`src/rtl/irq_pkt_pkg.sv`:
```
package irq_pkt_pkg;

    typedef enum logic [2:0] {
        ST_COLLECT,
        ST_CLASSIFY,
        ST_REPLY,
        ST_EVENT,
        ST_BUTTON,
        ST_BL_POWER
    } disp_state_e;

    typedef enum logic {
        SL_IDLE,
        SL_FLIGHT
    } slot_state_e;

endpackage

```
`src/rtl/pkt_buffer.sv`:
```
module pkt_buffer #(
    parameter int DW    = 8,
    parameter int DEPTH = 32,
    parameter int NTAP  = 3,
    localparam int AW   = $clog2(DEPTH)
) (
    input  logic                     clk,
    input  logic                     we,
    input  logic [AW-1:0]            waddr,
    input  logic [DW-1:0]            wdata,
    input  logic [AW-1:0]            raddr,
    output logic [DW-1:0]            rdata,
    output logic [NTAP-1:0][DW-1:0]  taps
);
    logic [DW-1:0] mem [DEPTH];

    always_ff @(posedge clk) begin
        if (we) begin
            mem[waddr] <= wdata;
        end
    end

    assign rdata = mem[raddr];

    // fixed header taps used for classification
    for (genvar g = 0; g < NTAP; g++) begin : g_tap
        assign taps[g] = mem[g];
    end
endmodule

```
`src/rtl/bright_map.sv`:
```
module bright_map #(
    parameter int             DW        = 8,
    parameter int             LVW       = 5,
    parameter logic [DW-1:0]  OFF_CODE  = 8'h7F,
    parameter logic [DW-1:0]  BASE_CODE = 8'h4A
) (
    input  logic [LVW-1:0] level,
    output logic [DW-1:0]  code,
    output logic           lamp_on
);
    logic [DW-1:0] twice;

    assign twice   = DW'({level, 1'b0});
    assign code    = (level == '0) ? OFF_CODE : (BASE_CODE - twice);
    assign lamp_on = (code < OFF_CODE);
endmodule

```
`src/rtl/fu_slot.sv`:
```
module fu_slot
    import irq_pkt_pkg::*;
#(
    parameter int W = 8
) (
    input  logic          clk,
    input  logic          rst_n,
    input  logic          req,
    input  logic [W-1:0]  req_data,
    input  logic          done,
    output logic          cmd_valid,
    output logic [W-1:0]  cmd_data,
    output logic          in_flight
);
    slot_state_e st_q, st_d;
    logic         issue;
    logic [W-1:0] issue_data;
    logic [W-1:0] held_q;
    logic         pend_q;

    always_ff @(posedge clk) begin
        if (!rst_n) st_q <= SL_IDLE;
        else        st_q <= st_d;
    end

    always_comb begin
        st_d       = st_q;
        issue      = 1'b0;
        issue_data = req_data;
        unique case (st_q)
            SL_IDLE: begin
                if (req) begin
                    issue = 1'b1;
                    st_d  = SL_FLIGHT;
                end
            end
            SL_FLIGHT: begin
                if (done) begin
                    if (req) begin
                        issue = 1'b1;
                    end else if (pend_q) begin
                        issue      = 1'b1;
                        issue_data = held_q;
                    end else begin
                        st_d = SL_IDLE;
                    end
                end
            end
            default: st_d = SL_IDLE;
        endcase
    end

    always_ff @(posedge clk) begin
        if (!rst_n) begin
            cmd_valid <= 1'b0;
            cmd_data  <= '0;
            held_q    <= '0;
            pend_q    <= 1'b0;
        end else begin
            cmd_valid <= issue;
            if (issue) cmd_data <= issue_data;
            if (st_q == SL_FLIGHT && req && !done) begin
                held_q <= req_data;
                pend_q <= 1'b1;
            end else if (issue) begin
                pend_q <= 1'b0;
            end
        end
    end

    assign in_flight = (st_q == SL_FLIGHT);

    a_r9_no_reissue_in_flight: assert property (@(posedge clk) disable iff (!rst_n)
        (in_flight && !done) |=> !cmd_valid);
endmodule

```
`src/rtl/irq_pkt_dispatch.sv`:
```
module irq_pkt_dispatch
    import irq_pkt_pkg::*;
#(
    parameter int            DW          = 8,
    parameter int            DEPTH       = 32,
    parameter int            BUS_BIT     = 4,
    parameter int            AUTO_BIT    = 2,
    parameter logic [7:0]    BUTTON_CODE = 8'h08,
    parameter logic [7:0]    TICK_CODE   = 8'h80,
    parameter logic [7:0]    OFF_CODE    = 8'h7F,
    parameter logic [7:0]    BASE_CODE   = 8'h4A,
    localparam int           AW          = $clog2(DEPTH),
    localparam int           LW          = $clog2(DEPTH + 1),
    localparam int           LVW         = DW - 3
) (
    input  logic          clk,
    input  logic          rst_n,
    input  logic          in_valid,
    input  logic [DW-1:0] in_byte,
    input  logic          in_last,
    input  logic          in_empty,
    input  logic          await_set,
    input  logic          bl_enable,
    input  logic          bri_done,
    input  logic          pwr_done,
    output logic          busy,
    output logic          awaiting,
    output logic          pend_clr,
    output logic          err_extra,
    output logic          dbg_valid,
    output logic [DW-1:0] dbg_code,
    output logic          rep_valid,
    output logic [DW-1:0] rep_byte,
    output logic          rep_done,
    output logic [LW-1:0] rep_len,
    output logic          evt_valid,
    output logic [DW-1:0] evt_byte,
    output logic          evt_last,
    output logic          vol_valid,
    output logic [DW-1:0] vol_level,
    output logic          bri_cmd_valid,
    output logic [DW-1:0] bri_cmd_code,
    output logic          pwr_cmd_valid,
    output logic          pwr_cmd_on
);
    disp_state_e st_q, st_d;

    logic [LW-1:0] wr_cnt_q;
    logic [LW-1:0] len_q;
    logic [LW-1:0] rd_idx_q;
    logic [LW-1:0] last_idx;
    logic          awaiting_q;
    logic          pend_clr_q;

    logic                 buf_we;
    logic [DW-1:0]        buf_rdata;
    logic [2:0][DW-1:0]   taps;

    logic          is_bus, is_auto, is_button, is_tick, at_end;
    logic [DW-1:0] code;
    logic          lamp_on;
    logic          bri_req, pwr_req;
    logic          pwr_on_data;

    // ---------------- packet storage ----------------
    assign buf_we = (st_q == ST_COLLECT) && in_valid && (wr_cnt_q < LW'(DEPTH));

    pkt_buffer #(.DW(DW), .DEPTH(DEPTH), .NTAP(3)) u_buf (
        .clk   (clk),
        .we    (buf_we),
        .waddr (wr_cnt_q[AW-1:0]),
        .wdata (in_byte),
        .raddr (rd_idx_q[AW-1:0]),
        .rdata (buf_rdata),
        .taps  (taps)
    );

    // ---------------- classification ----------------
    assign is_bus    = taps[0][BUS_BIT];
    assign is_auto   = taps[0][AUTO_BIT];
    assign is_button = (taps[0] == BUTTON_CODE) && (len_q == LW'(3));
    assign is_tick   = (taps[0] == TICK_CODE) && (len_q == LW'(1));
    assign last_idx  = len_q - LW'(1);
    assign at_end    = (rd_idx_q == last_idx);

    bright_map #(.DW(DW), .LVW(LVW), .OFF_CODE(OFF_CODE), .BASE_CODE(BASE_CODE)) u_map (
        .level   (taps[1][DW-1:3]),
        .code    (code),
        .lamp_on (lamp_on)
    );

    // ---------------- state register ----------------
    always_ff @(posedge clk) begin
        if (!rst_n) st_q <= ST_COLLECT;
        else        st_q <= st_d;
    end

    // ---------------- next state ----------------
    always_comb begin
        st_d = st_q;
        unique case (st_q)
            ST_COLLECT: begin
                if (in_valid && in_last) st_d = ST_CLASSIFY;
            end
            ST_CLASSIFY: begin
                if (is_bus && !is_auto) begin
                    st_d = (awaiting_q && len_q > LW'(2)) ? ST_REPLY : ST_COLLECT;
                end else if (is_bus) begin
                    st_d = (len_q > LW'(1)) ? ST_EVENT : ST_COLLECT;
                end else if (is_button) begin
                    st_d = ST_BUTTON;
                end else begin
                    st_d = ST_COLLECT;
                end
            end
            ST_REPLY:    if (at_end) st_d = ST_COLLECT;
            ST_EVENT:    if (at_end) st_d = ST_COLLECT;
            ST_BUTTON:   st_d = bl_enable ? ST_BL_POWER : ST_COLLECT;
            ST_BL_POWER: st_d = ST_COLLECT;
            default:     st_d = ST_COLLECT;
        endcase
    end

    // ---------------- outputs ----------------
    always_comb begin
        err_extra = 1'b0;
        dbg_valid = 1'b0;
        rep_valid = 1'b0;
        rep_byte  = '0;
        rep_done  = 1'b0;
        rep_len   = '0;
        evt_valid = 1'b0;
        evt_byte  = '0;
        evt_last  = 1'b0;
        vol_valid = 1'b0;
        vol_level = '0;
        bri_req   = 1'b0;
        pwr_req   = 1'b0;
        unique case (st_q)
            ST_CLASSIFY: begin
                if (is_bus && !is_auto) begin
                    if (!awaiting_q)               err_extra = 1'b1;
                    else if (len_q <= LW'(2))      rep_done  = 1'b1;
                end else if (!is_bus && !is_button && !is_tick) begin
                    dbg_valid = 1'b1;
                end
            end
            ST_REPLY: begin
                rep_valid = 1'b1;
                rep_byte  = buf_rdata;
                if (at_end) begin
                    rep_done = 1'b1;
                    rep_len  = last_idx;
                end
            end
            ST_EVENT: begin
                evt_valid = 1'b1;
                evt_byte  = buf_rdata;
                evt_last  = at_end;
            end
            ST_BUTTON: begin
                vol_valid = 1'b1;
                vol_level = taps[2];
                bri_req   = bl_enable;
            end
            ST_BL_POWER: begin
                pwr_req = 1'b1;
            end
            default: ;
        endcase
    end

    assign dbg_code = taps[0];
    assign busy     = (st_q != ST_COLLECT);
    assign awaiting = awaiting_q;
    assign pend_clr = pend_clr_q;

    // ---------------- datapath registers ----------------
    always_ff @(posedge clk) begin
        if (!rst_n) begin
            wr_cnt_q   <= '0;
            len_q      <= '0;
            rd_idx_q   <= '0;
            awaiting_q <= 1'b0;
            pend_clr_q <= 1'b0;
        end else begin
            pend_clr_q <= (st_q == ST_COLLECT) && in_empty && !in_valid && (wr_cnt_q == '0);
            if (st_q == ST_COLLECT && in_valid) begin
                if (in_last) begin
                    len_q    <= wr_cnt_q + LW'(1);
                    wr_cnt_q <= '0;
                end else begin
                    wr_cnt_q <= wr_cnt_q + LW'(1);
                end
            end
            if (st_q == ST_CLASSIFY)
                rd_idx_q <= LW'(1);
            else if (st_q == ST_REPLY || st_q == ST_EVENT)
                rd_idx_q <= rd_idx_q + LW'(1);
            if (await_set)
                awaiting_q <= 1'b1;
            else if (st_q == ST_CLASSIFY && is_bus && !is_auto && awaiting_q)
                awaiting_q <= 1'b0;
        end
    end

    // ---------------- follow-up command slots ----------------
    assign pwr_on_data = lamp_on;

    fu_slot #(.W(DW)) u_bri_slot (
        .clk       (clk),
        .rst_n     (rst_n),
        .req       (bri_req),
        .req_data  (code),
        .done      (bri_done),
        .cmd_valid (bri_cmd_valid),
        .cmd_data  (bri_cmd_code),
        .in_flight ()
    );

    fu_slot #(.W(1)) u_pwr_slot (
        .clk       (clk),
        .rst_n     (rst_n),
        .req       (pwr_req),
        .req_data  (pwr_on_data),
        .done      (pwr_done),
        .cmd_valid (pwr_cmd_valid),
        .cmd_data  (pwr_cmd_on),
        .in_flight ()
    );

    // ---------------- assertions ----------------
    a_r2_reply_clears_wait: assert property (@(posedge clk) disable iff (!rst_n)
        (rep_done && !await_set) |=> !awaiting);

    a_r4_extra_only_when_free: assert property (@(posedge clk) disable iff (!rst_n)
        err_extra |-> !awaiting);

    a_r3_reply_len_shape: assert property (@(posedge clk) disable iff (!rst_n)
        rep_done |-> (rep_len != LW'(1)));

    a_r5_streams_exclusive: assert property (@(posedge clk) disable iff (!rst_n)
        $onehot0({rep_valid, evt_valid, vol_valid, dbg_valid, err_extra}));

    a_r7_code_shape: assert property (@(posedge clk) disable iff (!rst_n)
        bri_cmd_valid |-> (bri_cmd_code == OFF_CODE ||
                           (!bri_cmd_code[0] && bri_cmd_code <= BASE_CODE)));

    a_r11_busy_after_last: assert property (@(posedge clk) disable iff (!rst_n)
        (!busy && in_valid && in_last) |=> busy);
endmodule

```
`config.mk`:
```
export PLATFORM = sky130hd
export DESIGN_NAME = irq_pkt_dispatch
export DESIGN_NICKNAME = d
export VERILOG_FILES = /design/src/rtl/irq_pkt_pkg.sv /design/src/rtl/pkt_buffer.sv /design/src/rtl/bright_map.sv /design/src/rtl/fu_slot.sv /design/src/rtl/irq_pkt_dispatch.sv
export SDC_FILE = /design/constraint.sdc
export NUM_CORES = 1
export LEC_CHECK = 0
export BUFFER_PORTS_ARGS = -buffer_cell sky130_fd_sc_hd__buf_2
export CORE_ASPECT_RATIO = 1.1
export CORE_MARGIN = 2
export CORE_UTILIZATION = 55
export DETAILED_ROUTE_END_ITERATION = 10
export GPL_TIMING_DRIVEN = 0
export PLACE_DENSITY = 0.78
export SYNTH_ARGS = -nofsm -noshare
export SYNTH_HDL_FRONTEND = slang
export SYNTH_SLANG_ARGS = --single-unit
```
`constraint.sdc`:
```
create_clock -name clk -period 3.5 [get_ports clk]
set_clock_uncertainty 0.05 [all_clocks]
set_input_delay 0.175 -clock clk [delete_from_list [all_inputs] [get_ports clk]]
set_output_delay 0.175 -clock clk [all_outputs]
set_load 0.02 [all_outputs]
```
# Word level (Yosys, flattened, before mapping)
# Memory sizes are Yosys's and may differ from the RTL's.
# Cells that the tools add are included.
[totals]
mem_count = 1
output_inout_bits = 59
wordCells = 146
in_bits = 17
ramBits = 256
register_bits = 47
[op_classes]
magnitude_cmp = 5
n_eq_ne = 12
bitwise_logic = 3
add_sub_neg = 4
muxes = 65
n_reduce_logical = 39
[memory_table]
columns = ["name", "words", "width", "rd", "rd_clocked_by_memory_dff", "wr", "line_no", "text"]
rows = [
  ["u_buf.mem", 32, 8, 4, 0, 1, "pkt_buffer.sv:15", "logic [DW-1:0] mem [DEPTH];"],
]
[op_table]
columns = ["operator", "count"]
rows = [
  ["two-way mux 8 bit", 8],
  ["two-way mux 1 bit", 40],
  ["logical AND 1 bit", 19],
  ["two-way mux 3 bit", 6],
  ["two-way mux 6 bit", 3],
  ["adder 6 x 1 -> 6 bit, second input constant", 2],
  ["case mux 3 bit (4 select lines)", 1],
  ["case mux 1 bit (2 select lines)", 5],
  ["equality test 8 x 4 -> 1 bit, second input constant", 1],
  ["equality test 8 bit, second input constant", 1],
  ["less-than comparator 8 x 7 -> 1 bit, second input constant", 1],
  ["nonzero test 2 bit", 4],
  ["subtractor 7 x 6 -> 8 bit, first input constant", 1],
  ["logical NOT 1 bit", 7],
  ["equality test 3 x 2 -> 1 bit, second input constant", 2],
  ["equality test 3 bit, second input constant", 2],
  ["equality test 6 x 1 -> 1 bit, second input constant", 1],
  ["equality test 6 x 2 -> 1 bit, second input constant", 1],
  ["equality test 6 bit", 1],
  ["greater-than comparator 6 x 1 -> 1 bit, second input constant", 1],
  ["greater-than comparator 6 x 2 -> 1 bit, second input constant", 1],
  ["<= comparator 6 x 2 -> 1 bit, second input constant", 1],
  ["logical NOT 6 bit", 1],
  ["less-than comparator 6 bit, second input constant", 1],
  ["11 further kinds", 17],
]

# Longest topological paths before layout
# An unclocked memory read counts as a cell.
[logic_depth]
ltp_word = 9
mapped_depth = 8
ltp_nobuf = 7

# Modules after synthesis
# A second synthesis with hierarchy kept.
[hier_totals]
hier_cells = 751
area_unflattened_um2 = 12742.2
[by_module_without_submodules]
columns = ["mod", "cells_per_inst", "instances", "area_each_um2", "seq_area_each_um2"]
rows = [
  ["pkt_buffer", 409, 1, 9893.2, 7687.4],
  ["irq_pkt_dispatch", 213, 1, 1654.1, 460.4],
  ["fu_slot at u_bri_slot", 87, 1, 865.8, 380.4],
  ["fu_slot at u_pwr_slot", 23, 1, 215.2, 100.1],
  ["bright_map", 19, 1, 113.9, 0.0],
]

# Worst setup path before layout
# Ideal clock, no wire load.
[synth_timing]
path_kind = "register -> output"
from = "reg len_q[0]"
to = "out rep_len[3]"
path_buffers = 0
setup_slack_ns = 1.284
path_stages_with_launch = 8
arrival_time_ns = 1.991
required_time_ns = 3.275
path_cell_list = "dfxtp_1 -> inv_1 -> ha_1 -> nor3b_4 -> xnor2_1 -> nor4_1 -> nand3_1 -> nor2_1"
[synth_between]
elab_chain_cells = 4
[synth_rtl]
columns = ["item", "line_no", "text"]
rows = [
  ["start: declaration", "irq_pkt_dispatch.sv:49", "logic [LW-1:0] len_q;"],
  ["start signal: assignment", "irq_pkt_dispatch.sv:190", "len_q <= wr_cnt_q + LW'(1);"],
  ["subtractor 6 x 1 -> 6 bit (*)", "irq_pkt_dispatch.sv:83", "assign last_idx = len_q - LW'(1);"],
  ["equality test 6 bit", "irq_pkt_dispatch.sv:84", "assign at_end = (rd_idx_q == last_idx);"],
  ["two-way mux 6 bit (*)", "irq_pkt_dispatch.sv:151", "if (at_end) begin"],
  ["two-way mux 6 bit (*)", "irq_pkt_dispatch.sv:139", "unique case (st_q)"],
  ["end: declaration", "irq_pkt_dispatch.sv:35", "output logic [LW-1:0] rep_len,"],
]
# Mark *: on every way between the ends. The rest lies on a longest branch, timed or not.

# Worst setup path in the final report
[layout_timing]
from = "reg rd_idx_q[0]"
to = "out rep_byte[0]"
[layout_between]
elab_chain_cells = 2
[layout_rtl]
columns = ["item", "line_no", "text"]
rows = [
  ["start: declaration", "irq_pkt_dispatch.sv:50", "logic [LW-1:0] rd_idx_q;"],
  ["start signal: assignment", "irq_pkt_dispatch.sv:199", "rd_idx_q <= rd_idx_q + LW'(1);"],
  ["memory read (32 x 8 bit)", "--", ""],
  ["two-way mux 8 bit", "irq_pkt_dispatch.sv:139", ""],
  ["end: declaration", "irq_pkt_dispatch.sv:33", "output logic [DW-1:0] rep_byte,"],
]
# Every way passes these cells.

==> results_dict.tcl <==
set metrics [dict create \
    synthToLayoutAreaGrowth_pct 13.9 \
    htreeDepth 1 \
    netlist_area_sq_mm 0.0129 \
    ys_seq_area_share_pct 66.7 \
    grt_pass1_wl_microns 46000 \
    wl_microns 30800 \
    layout-drive-gt1-share_pct 17.2 \
    fmaxAchievable_mhz 310 \
    clockRootBuffer "clkbuf_16" \
    drc 0 \
    max-slew-margin-rel_pct 36.4 \
    crit_chain "nor2_1 -> clkbuf_1 -> a22oi_1 -> a21oi_1 -> nor4_1 -> and2_1 -> buf_2" \
    yosysMostFrequentCell "edfxtp_1" \
    die_w_microns 150 \
    worst_path_largest_cell_delay_ps 580 \
    grt_overflow 0 \
    period_share_pct 92.3 \
    worstPathMaxFanout 10 \
    start_kind "flop" \
    post_dp_cell_area_sq_mm 0.0136 \
    syn_area_per_cell_sq_um 14.2 \
    io_buffers 74 \
    clk_pin_slew_ps 70 \
    start_util_pct 56.1 \
    endpoint_kind "output port" \
    track_usage_pct 25.4 \
    ant_nets 0 \
    max_cap_viol_count 0 \
    hp-class "input port to flop" \
    diodes 0 \
    clock-sinks 301 \
    dp_hpwl_microns 20300 \
    dieArea_sq_mm 0.0246 \
    row_count 58 \
    ys.flop_type "edfxtp_1" \
    async_flop_share_pct 0 \
    nFillCells 1678 \
    wl_per_cell_microns 23.0 \
    grt_pass1_vias 7776 \
    ys_top_cells_by_count "256 x edfxtp_1, 135 x mux2i_1, 66 x a22oi_1" \
    die_y_microns 164 \
    clockBufferDepth 3 \
    rsz0062_at_grt "false" \
    setup_viol 0 \
    layout_setup_ws_ps 271 \
    antenna_found_initial 0 \
    synth_top_area_cell "edfxtp_1" \
    drtIter0Drc 667 \
    yosys_warnings 0 \
    synthCells 908 \
    holdPathStages 4 \
    stdcell_area_sq_mm 0.0147 \
    synth_edf_count 256 \
    drv_slew 0 \
    setup_tns_ps 0 \
    via_per_inst 5.99 \
    grt_start_max_net_pins 33 \
    layout.nets 1044 \
    power_density_mw_per_mm2 571 \
    vias 8009 \
    place_inst 1282 \
    drtPass1Iterations 6 \
    core_sq_mm 0.0229 \
    final_cells 1337 \
    yosys.cell_types.count 54 \
    clk_latency_ps 540 \
    yosys-top-cells-area "edfxtp_1 60%, mux2i_1 11%, dfxtp_1 7.0%, a22oi_1 3.9%, a21oi_1 1.8%" \
    yosysTopAreaCellShare_pct 59.7 \
    status "completed" \
    crit_slowest_cell "nor4_1" \
    synth_fp_nets 935 \
    cts_buffers 28 \
    cp_data_arrival_time_ps 3000 \
    place_congestion 0.938 \
    pre_cts_ws_ps 694 \
    p_leak_nw 4.96 \
    r2r_slack_ps 590 \
    worstMarginPinSlew_ps 951 \
    cts_tree "built" \
    reg2reg_depth 6 \
    fin_crit_ps 3230 \
    io_pins 76 \
    vdd_drop_max_mv 0.454 \
    synth_seq_cells 301 \
    hold_viol 0 \
    required_ps 3270 \
    crit_type "flop to output port" \
]
-- per-stage QoR --
stage,hold WS (ps),util [%],power (mW)
after CTS,1.90,63.9,8.34
after global placement,335,59.4,5.19
final,6.57,63.9,8.37
after detailed placement,345,59.4,5.21
after global routing,57.5,63.9,8.58
after floorplan,201,-,4.80
-- area by class of cell --
| class | count | area (sq um) | area share [%] |
|---|---|---|---|
| flip-flops and latches | 301 | 8590 | 58.6 |
| repair buffers | 79 | 420 | 2.87 |
| inverters | 11 | 41.3 | 0.282 |
| well taps | 300 | 375 | 2.56 |
| plain buffers | 61 | 375 | 2.56 |
| clock inverters | 16 | 161 | 1.10 |
| clock buffers | 34 | 830 | 5.66 |
| multi-input cells | 535 | 3860 | 26.4 |
-- critical path, delay by kind of cell, from the launching register on --
kind / cells / cell delay (ps)
DFF: 1 / 550
buffers and inverters: 2 / 470
and+or+nand+nor: 3 / 950
AOI/OAI and AO/OA: 2 / 490
-- sequential cells by signal, summed over array words and instances, names as in the netlist --
signal	cells
rd_idx_q	6
u_pwr_slot.pend_q	1
u_pwr_slot.in_flight	1
u_pwr_slot.cmd_data	1
st_q	3
u_bri_slot.cmd_data	7
u_pwr_slot.cmd_valid	1
u_bri_slot.held_q	7
awaiting	1
len_q	6
u_bri_slot.in_flight	1
u_bri_slot.pend_q	1
u_bri_slot.cmd_valid	1
wr_cnt_q	6
u_buf.mem	256
u_pwr_slot.held_q	1
pend_clr	1
-- cells by family after synthesis --
kind of cell             synth area share (%)
flip-flops                               66.7
multiplexers                             10.6
XOR/XNOR                                 1.50
other                                  0.0291
adder cells (fa/ha/maj)                 0.972
AO/OA/AOI/OAI                            8.35
buffers and inverters                    3.24
AND/OR/NAND/NOR                          8.59
-- path summary, 6_finish.rpt --
check	startpoint	end
worst min register to register	u_bri_slot.cmd_data[1]	u_bri_slot.cmd_data[1]
worst min-delay path	pwr_done	u_pwr_slot.in_flight
worst max-delay path	rd_idx_q[0]	rep_byte[0]
worst max register to register	st_q[2]	u_buf.mem[25][6]
-- what timing repair did --
item | in CTS | in global routing
hold endpoints to repair | 7 | 0
gates resized for setup | 0 | 0
buffers inserted | 0 | 0
hold buffers | 5 | 0
-- per-layer routing --
metal  global-route usage [%]  share of wire, %  wire length [microns]  vias up
li1                         -                 -                      -     3641
met1                     34.0                40                  12300     3886
met2                     42.2                48                  14700      422
met3                     3.87               8.4                   2590       60
met4                     10.2               3.7                   1140        0
met5                        0                 0                      0        -
-- power breakdown --
group          internal, mW  switching, mW  leakage [nW]
combinational         0.382          0.769          1.81
sequential             3.95         0.0697          2.67
clock                  1.90           1.29         0.479
-- cell usage in the layout (no fill, tap or decap), types with 7 or more instances in the layout --
master | netlist | layout
dfxtp_1 | 45 | 45
nand3b_1 | 7 | 7
inv_1 | 10 | 10
o21ai_0 | 17 | 17
xnor2_1 | 13 | 13
a21oi_1 | 46 | 46
clkbuf_1 | 18 | 19
nor2_1 | 56 | 56
a22oi_1 | 66 | 66
clkbuf_16 | 0 | 33
mux2i_1 | 135 | 135
ha_1 | 10 | 10
buf_2 | 14 | 88
nand3_1 | 9 | 9
buf_6 | 7 | 7
a21boi_0 | 10 | 10
edfxtp_1 | 256 | 256
nand2_1 | 39 | 39
nor4_1 | 12 | 12
xor2_1 | 9 | 9
buf_4 | 17 | 17
nor2b_1 | 17 | 17
and2_1 | 32 | 32
No activity file was read; power rests on OpenSTA's default activity.
